## config.mk

```make
export PLATFORM = sky130hd
export DESIGN_NAME = pen_latch_status
export DESIGN_NICKNAME = d
export VERILOG_FILES = /design/src/rtl/lpen_pkg.sv /design/src/rtl/lpen_sync.sv /design/src/rtl/lpen_capture.sv /design/src/rtl/lpen_flags.sv /design/src/rtl/pen_latch_status.sv
export SDC_FILE = /design/constraint.sdc
export NUM_CORES = 1
export LEC_CHECK = 0
export BUFFER_PORTS_ARGS = -buffer_cell sky130_fd_sc_hd__buf_2
export CAP_MARGIN = 15
export CORE_ASPECT_RATIO = 1.25
export CORE_MARGIN = 2
export CORE_UTILIZATION = 35
export DETAILED_ROUTE_END_ITERATION = 8
export HOLD_SLACK_MARGIN = 0.05
export PLACE_DENSITY = 0.66
export SYNTH_ARGS = -nofsm -noshare
export SYNTH_HDL_FRONTEND = slang
export SYNTH_HIERARCHICAL = 1
export SYNTH_SLANG_ARGS = --single-unit
export TNS_END_PERCENT = 30
```

## constraint.sdc

```tcl
create_clock -name clk -period 1.5 [get_ports clk]
set_input_delay 0.3 -clock clk [delete_from_list [all_inputs] [get_ports clk]]
set_output_delay 0.3 -clock clk [all_outputs]
set_load 0.1 [all_outputs]
```

## src/rtl/lpen_pkg.sv

```systemverilog
package lpen_pkg;
    typedef enum logic [1:0] {
        PEN_IDLE  = 2'd0,
        PEN_ARMED = 2'd1,
        PEN_HELD  = 2'd2
    } pen_state_e;

    localparam int unsigned FLAG_PEN = 0;
    localparam int unsigned FLAG_UPD = 1;
    localparam int unsigned NUM_FLAGS = 2;
endpackage

```

## src/rtl/lpen_sync.sv

```systemverilog
module lpen_sync #(
    parameter int unsigned STAGES = 2
) (
    input  logic clk,
    input  logic rst_n,
    input  logic d_async,
    output logic q_sync
);
    logic [STAGES-1:0] chain_q;

    always_ff @(posedge clk) begin
        if (!rst_n) chain_q <= '0;
        else        chain_q <= {chain_q[STAGES-2:0], d_async};
    end

    assign q_sync = chain_q[STAGES-1];
endmodule

```

## src/rtl/lpen_capture.sv

```systemverilog
module lpen_capture
    import lpen_pkg::*;
#(
    parameter int unsigned ADDR_W = 14
) (
    input  logic              clk,
    input  logic              rst_n,
    input  logic              pen_s,
    input  logic              char_tick,
    input  logic [ADDR_W-1:0] mem_addr,
    output logic [ADDR_W-1:0] cap_addr,
    output logic              cap_pulse
);
    pen_state_e state_q, state_d;

    always_ff @(posedge clk) begin
        if (!rst_n) state_q <= PEN_IDLE;
        else        state_q <= state_d;
    end

    always_comb begin
        state_d = state_q;
        unique case (state_q)
            PEN_IDLE:  if (pen_s)     state_d = PEN_ARMED;
            PEN_ARMED: if (char_tick) state_d = PEN_HELD;
            PEN_HELD:  if (!pen_s)    state_d = PEN_IDLE;
            default:                  state_d = PEN_IDLE;
        endcase
    end

    always_comb begin
        cap_pulse = (state_q == PEN_ARMED) && char_tick;
    end

    always_ff @(posedge clk) begin
        if (!rst_n)         cap_addr <= '0;
        else if (cap_pulse) cap_addr <= mem_addr;
    end

    // a seen rising pen arms the tracker on the next edge
    a_r2_arm_on_rise: assert property (@(posedge clk) disable iff (!rst_n)
        (state_q == PEN_IDLE && pen_s) |=> (state_q == PEN_ARMED));
    // the capture takes the address present on the capturing edge
    a_r2_capture_value: assert property (@(posedge clk) disable iff (!rst_n)
        cap_pulse |=> (cap_addr == $past(mem_addr)));
    // without a capture the held address does not move
    a_r3_addr_hold: assert property (@(posedge clk) disable iff (!rst_n)
        !cap_pulse |=> $stable(cap_addr));
endmodule

```

## src/rtl/lpen_flags.sv

```systemverilog
module lpen_flags
    import lpen_pkg::*;
#(
    parameter int unsigned IDX_W      = 5,
    parameter int unsigned IDX_PEN_HI = 16,
    parameter int unsigned IDX_PEN_LO = 17,
    parameter int unsigned IDX_UPD    = 31
) (
    input  logic             clk,
    input  logic             rst_n,
    input  logic             cap_pulse,
    input  logic             update_strobe,
    input  logic             host_acc,
    input  logic             host_rd,
    input  logic [IDX_W-1:0] host_idx,
    output logic             pen_full,
    output logic             upd_ready
);
    logic [NUM_FLAGS-1:0] set_v, clr_v, flag_q;

    always_comb begin
        set_v[FLAG_PEN] = cap_pulse;
        clr_v[FLAG_PEN] = host_acc && host_rd &&
                          ((host_idx == IDX_W'(IDX_PEN_HI)) ||
                           (host_idx == IDX_W'(IDX_PEN_LO)));
        set_v[FLAG_UPD] = update_strobe;
        clr_v[FLAG_UPD] = host_acc && (host_idx == IDX_W'(IDX_UPD));
    end

    for (genvar g = 0; g < NUM_FLAGS; g++) begin : g_flag
        always_ff @(posedge clk) begin
            if (!rst_n)         flag_q[g] <= 1'b0;
            else if (set_v[g])  flag_q[g] <= 1'b1;
            else if (clr_v[g])  flag_q[g] <= 1'b0;
        end
    end

    assign pen_full  = flag_q[FLAG_PEN];
    assign upd_ready = flag_q[FLAG_UPD];

    // a capture always leaves the pen flag set
    a_r4_pen_set: assert property (@(posedge clk) disable iff (!rst_n)
        cap_pulse |=> pen_full);
    // a read of a pen index clears the flag when no capture competes
    a_r4_pen_clear: assert property (@(posedge clk) disable iff (!rst_n)
        (host_acc && host_rd && (host_idx == IDX_W'(IDX_PEN_LO)) && !cap_pulse)
        |=> !pen_full);
    // the pen flag holds when neither event is present
    a_r10_pen_hold: assert property (@(posedge clk) disable iff (!rst_n)
        (!cap_pulse && !host_acc) |=> $stable(pen_full));
    // the update strobe always leaves its flag set
    a_r5_upd_set: assert property (@(posedge clk) disable iff (!rst_n)
        update_strobe |=> upd_ready);
    // any access to the update index clears the flag without a strobe
    a_r5_upd_clear: assert property (@(posedge clk) disable iff (!rst_n)
        (host_acc && (host_idx == IDX_W'(IDX_UPD)) && !update_strobe) |=> !upd_ready);
endmodule

```

## src/rtl/pen_latch_status.sv

```systemverilog
module pen_latch_status #(
    parameter int unsigned ADDR_W      = 14,
    parameter int unsigned SYNC_STAGES = 2,
    parameter int unsigned IDX_W       = 5
) (
    input  logic              clk,
    input  logic              rst_n,
    input  logic              char_tick,
    input  logic [ADDR_W-1:0] mem_addr,
    input  logic              vblank,
    input  logic              pen_strobe,
    input  logic              update_strobe,
    input  logic              host_acc,
    input  logic              host_rd,
    input  logic [IDX_W-1:0]  host_idx,
    output logic [7:0]        pen_addr_hi,
    output logic [7:0]        pen_addr_lo,
    output logic [7:0]        status
);
    localparam int unsigned HI_W  = ADDR_W - 8;
    localparam int unsigned PAD_W = 8 - HI_W;

    logic              pen_s, cap_pulse, pen_full, upd_ready;
    logic [ADDR_W-1:0] cap_addr;

    lpen_sync #(.STAGES(SYNC_STAGES)) u_sync (
        .clk(clk), .rst_n(rst_n), .d_async(pen_strobe), .q_sync(pen_s)
    );

    lpen_capture #(.ADDR_W(ADDR_W)) u_cap (
        .clk(clk), .rst_n(rst_n), .pen_s(pen_s), .char_tick(char_tick),
        .mem_addr(mem_addr), .cap_addr(cap_addr), .cap_pulse(cap_pulse)
    );

    lpen_flags #(.IDX_W(IDX_W)) u_flags (
        .clk(clk), .rst_n(rst_n), .cap_pulse(cap_pulse),
        .update_strobe(update_strobe), .host_acc(host_acc),
        .host_rd(host_rd), .host_idx(host_idx),
        .pen_full(pen_full), .upd_ready(upd_ready)
    );

    always_comb begin
        pen_addr_hi = {{PAD_W{1'b0}}, cap_addr[ADDR_W-1:8]};
        pen_addr_lo = cap_addr[7:0];
        status      = {upd_ready, pen_full, vblank, 5'b00000};
    end

    // low status bits are never driven high
    a_r7_low_bits_zero: assert property (@(posedge clk) disable iff (!rst_n)
        status[4:0] == 5'd0);
endmodule

```

==> run metrics, run 1 <==
Fin. Hold Viols=0; Cell Pwr Density=1130 nW/um^2; DP HPWL=1290 um; critical-path cell list=buf_2; Worst Setup EP=pen_addr_lo[0]; die span in x=48.6 um; Critical Path RT=1.20 ns; Max IR drop VDD=0.505 mV; synthesized instance count=93; RSZ-0062 raised after global routing=false; Clock transition at path regs=0.12 ns; FF+latch count, synth=20; Final Critical Period=1.40 ns; WL/cell=10.0 um; Post-Syn Area=872 um^2; crit-path max cell delay=0.43 ns; Max H-tree Level=1; CORE AREA=2400 um^2; Worst Skew=0.00860 ns; initial antenna violation count=0; Worst Setup Start Kind=register; routability cong.=0.657; CP Capture Type=primary output; Critical Path Slowest Stage Cell=buf_2; vias in the first global route=656; most frequent cells in the layout=buf_2, nand2_1, dfxtp_1, mux2i_1, conb_1; Syn-to-layout area delta=26.8%; grt ovf=0; Worst Slack Setup Final=0.0978 ns; Initial DRC Count=6; cts bufs inserted=3; period utilisation layout=0.935; Non-Filler Instances=165; Crit Path Class=register to primary output; # DRC=0; Leak=0.526 nW; DP Area=1050 um^2; CTS hold repair buffers=0; largest net degree at the start of global routing=20; DR pass1 iterations=4; Worst-Skew Late Latency=0.30 ns; Max Slew Vio Count=0; final setup fails=0; Synth async-reset ratio=0; Levels on crit path=1; Total GRT Usage=0.116; CP max FO=2; Vias=712; most common cell after layout, fill and taps aside=buf_2; Die Y=59.8 um; # placed instances=161; cell area after layout=1110 um^2; post-synthesis sequential area ratio=0.459; status=finished clean; Post-synth EDFFs=0; Hold Path Class=input port to register; R2R Path Start=u_cap/state_q[0]; CP Data Arrival Time=1.10 ns; Detailed Route WL=1660 um; Root Driver=clkbuf_4; CTS max path bufs=2; Starting Density=0.363; post-CTS setup buffers=0; fraction of layout cells with a size suffix above 1=0.379; Antenna diodes=0; Critical Path Start=u_cap/cap_addr[0]; Layout Nets=160; Placement Rows=20; total power draw=1.25 mW; synthesized area per cell=9.38 um^2; Ys Warns=6; CTS tree=done; Crit path buffers/inverters=1; Netlist cell types=20; CTS Sinks=20; via/cell ratio=4.32; CTS resizes=0; Worst Reg2Reg Path Length in Cells=3; Worst R2R End=u_cap/cap_addr[2]; FMAX=713 MHz; dpl ws=0.360 ns; reg2reg setup slack=0.43 ns; number of routed nets with antenna violations=0; Synth Flop Type=dfxtp_1; delay-heaviest family, CP=buffers and inverters; setup tns final=0 ns; num ports=51; first-pass GRT wire length=2570 um; die area=2910 um^2; I/O Buffers=41; maxcap violations=0
## Yosys cell counts, types with 2 or more instances
cell,count,area share
and2_1,2,0.014
inv_1,2,0.0086
buf_6,2,0.026
mux2i_1,14,0.16
clkbuf_1,2,0.0086
nand2_1,28,0.12
and3b_1,2,0.020
buf_4,10,0.086
dfxtp_1,20,0.46
## power breakdown
part           internal, mW  switching, mW  total, mW
clock network         0.270          0.163      0.433
registers             0.547        0.00743      0.555
logic                0.0548          0.208      0.263
total                 0.872          0.378       1.25
## through the flow
step	hold WS (ns)	util
6_report	0.194	0.460
5_1_grt	0.197	0.460
4_1_cts	0.183	0.460
3_5_place_dp	0.419	0.439
3_3_place_gp	0.415	0.439
2_1_floorplan	0.404	-
## flip-flops by register name, summed over array words and instances, names as in the netlist
signal / count
u_sync/chain_q: 2
u_cap/state_q: 2
u_flags/upd_ready: 1
u_cap/cap_addr: 14
u_flags/pen_full: 1
## worst min path at each step
stage,startpoint,end,slack (ns),cells past startpoint
6_report,char_tick,u_cap/state_q[0],0.19,2
5_1_grt,pen_strobe,u_sync/chain_q[0],0.20,2
4_1_cts,char_tick,u_cap/state_q[0],0.18,2
3_5_place_dp,u_sync/chain_q[0],u_sync/chain_q[1],0.42,1
3_3_place_gp,u_cap/state_q[1],u_cap/state_q[0],0.41,1
2_1_floorplan,char_tick,u_cap/state_q[0],0.40,1
## layout make-up
type / count / area, um^2
clock buffers: 3 / 22.5
clock inverters: 1 / 30.0
fillers: 252 / 1300
inverters: 2 / 7.51
multi-input cells: 62 / 377
flip-flops and latches: 20 / 400
well taps: 33 / 41.3
repair buffers: 44 / 228
## cell families after synthesis
| family | after synthesis | share of synthesized area |
|---|---|---|
| flops | 20 | 0.459 |
| other cells | 1 | 0.00430 |
| mux | 14 | 0.161 |
| compound gates | 5 | 0.0488 |
| simple gates | 36 | 0.192 |
| buf+inv | 17 | 0.135 |
## metal layers
layer  global-route usage  vias to the layer above  routed length [um]
met5                    0                        -                   0
met4               0.0735                        0                  27
met3               0.0300                        4                 123
met2                0.207                       30                 804
met1                0.122                      313                 701
li1                     -                      365                   -
(Power assumes the default switching activity.)
==> run 2: changes to the inputs <==
CORE_MARGIN = not set   (was 2)
clock period = 1.4 ns   (was 1.5 ns; I/O delays follow)
==> run 2 against run 1 <==
Register-to-register slack lost 0.23 ns. Clock power decreased by 26%. First-iteration DRC count up 50%. Cell area shrank 1.0%. Sequential power grew 7.2%. Sequential share of layout area is 0.37 points higher. Die area down 7.3%. Clock skew is 0.0057 ns lower. Routed wire length decreased by 7.1%. Setup slack got worse by 0.041 ns. Power down 4.4%. Sequential cell count unchanged. Largest cell class unchanged. Largest power group unchanged.
==> run metrics, run 2 (same netlist as run 1, synthesis figures left out) <==
status=finished clean; most frequent cells in the layout=buf_2, nand2_1, dfxtp_1, mux2i_1, conb_1; routability cong.=0.743 (+13%); Worst Setup Start Kind=register; Layout Nets=160 (unchanged); cts bufs inserted=3 (unchanged); final setup fails=0 (unchanged); period utilisation layout=0.959; wire length on met3=160 um (+30%); Cell Pwr Density=1090 nW/um^2 (-3.4%); R2R Path Start=u_cap/state_q[0]; CP Capture Type=primary output; cell area after layout=1090 um^2 (-1.0%); WL met2=723 um (-10%); CORE AREA=2280 um^2 (-5.0%); DP Area=1050 um^2 (-0.24%); Max IR drop VDD=0.536 mV (+6.0%); Root Driver=clkbuf_4; met1 WL=628 um (-10%); die span in x=46.6 um (-4.1%); crit-path max cell delay=0.43 ns (about the same); biggest regs=u_cap/cap_addr: 14 flops, u_cap/state_q: 2 flops, u_sync/chain_q: 2 flops; Largest register FFs=14 (unchanged); DR pass1 iterations=3 (-1); Starting Density=0.382 (+0.0191); Leak=0.517 nW (-1.7%); vias in the first global route=618 (-5.8%); fraction of layout cells with a size suffix above 1=0.379 (unchanged); # DRC=0 (unchanged); delay-heaviest family, CP=buffers and inverters; DP HPWL=1230 um (-4.2%); Detailed Route WL=1540 um (-7.1%); Max Slew Vio Count=0 (unchanged); CTS tree=done; maxcap violations=0 (unchanged); fillcell total=248 (-1.6%); Crit path buffers/inverters=1 (unchanged); FMAX=745 MHz; Crit Path Class=register to primary output; Total GRT Usage=0.126 (+0.00996); Final Critical Period=1.34 ns; critical-path cell list=buf_2; setup tns final=0 ns (unchanged); CTS max path bufs=2 (unchanged); Critical Path Start=u_cap/cap_addr[5]; most common cell after layout, fill and taps aside=buf_2; largest reg by FF count=u_cap/cap_addr; num ports=51 (unchanged); Worst-Skew Late Latency=0.29 ns (about the same); min-delay src=char_tick; Placement Rows=19 (-5.0%); uppermost layer routed=met4; Max H-tree Level=1 (unchanged); Initial DRC Count=9 (+3); Worst Slack Setup Final=0.0570 ns (-0.0407 ns); Die Y=57.8 um (-3.3%); Critical Path Slowest Stage Cell=buf_2; area of the multi-input gates=377 um^2 (unchanged); Critical Path RT=1.12 ns (-0.08 ns); CP Data Arrival Time=1.06 ns (-0.04 ns); die area=2700 um^2 (-7.3%); CTS Sinks=20 (unchanged); RSZ-0062 raised after global routing=false; first-pass GRT wire length=2500 um (-2.7%); WL/cell=9.45 um (-6.0%); Syn-to-layout area delta=25.5%; Worst Skew=0.00291 ns (-0.00569 ns); number of routed nets with antenna violations=0 (unchanged); I/O Buffers=41 (unchanged); CTS hold repair buffers=0 (unchanged); Hold Path Class=input port to register; Fin. Hold Viols=0 (unchanged); grt ovf=0 (unchanged); largest net degree at the start of global routing=20 (unchanged); dpl ws=0.217 ns (-0.143 ns); Vias=734 (+3.1%); register area=400 um^2 (unchanged); Clock transition at path regs=0.10 ns (-0.02 ns); CP max FO=2 (unchanged); initial antenna violation count=0 (unchanged); via/cell ratio=4.50 (+4.4%); Antenna diodes=0 (unchanged)
## run 2: through the flow
stage                     hold WS (ns)  instances  power, mW   util
after global placement           0.415        159      0.886  0.461
final                            0.175        163       1.20  0.480
after floorplan                  0.384         99      0.864      -
after detailed placement         0.430        159      0.889  0.461
after CTS                        0.165        163       1.21  0.476
after global routing             0.171        163       1.26  0.480
## run 2: worst paths after layout
path                  endpoint  slack [ns]  cells after the start
min reg2reg   u_cap/state_q[0]        0.44                      1
max             pen_addr_lo[5]        0.06                      1
min           u_cap/state_q[0]        0.17                      2
max reg2reg  u_cap/cap_addr[0]        0.20                      3
## run 2: power by group
| part | internal (mW) | leakage (nW) | switching, mW | total [mW] |
|---|---|---|---|---|
| Clock | 0.158 | 0.0210 | 0.161 | 0.319 |
| Sequential | 0.586 | 0.162 | 0.00840 | 0.595 |
| Combinational | 0.0596 | 0.334 | 0.221 | 0.281 |
| Total | 0.804 | 0.517 | 0.391 | 1.20 |
## run 2: metal layers
layer / vias to the layer above / global-route usage
met5: - / 0
met4: 0 / 0.0490
met3: 4 / 0.0436
met2: 37 / 0.200
met1: 326 / 0.151
li1: 367 / -
## run 2: final cells by class
| class | instances | share of cell area |
|---|---|---|
| clock buffers | 4 | 0.0331 |
| inverters | 2 | 0.00686 |
| multi-input cells | 62 | 0.344 |
| flip-flops and latches | 20 | 0.366 |
| well taps | 31 | 0.0354 |
| repair buffers | 44 | 0.215 |
## run 2: timing repair
action	CTS	global route
gates resized for setup	0	3
buffers inserted	0	0
endpoints found under the setup margin	0	3
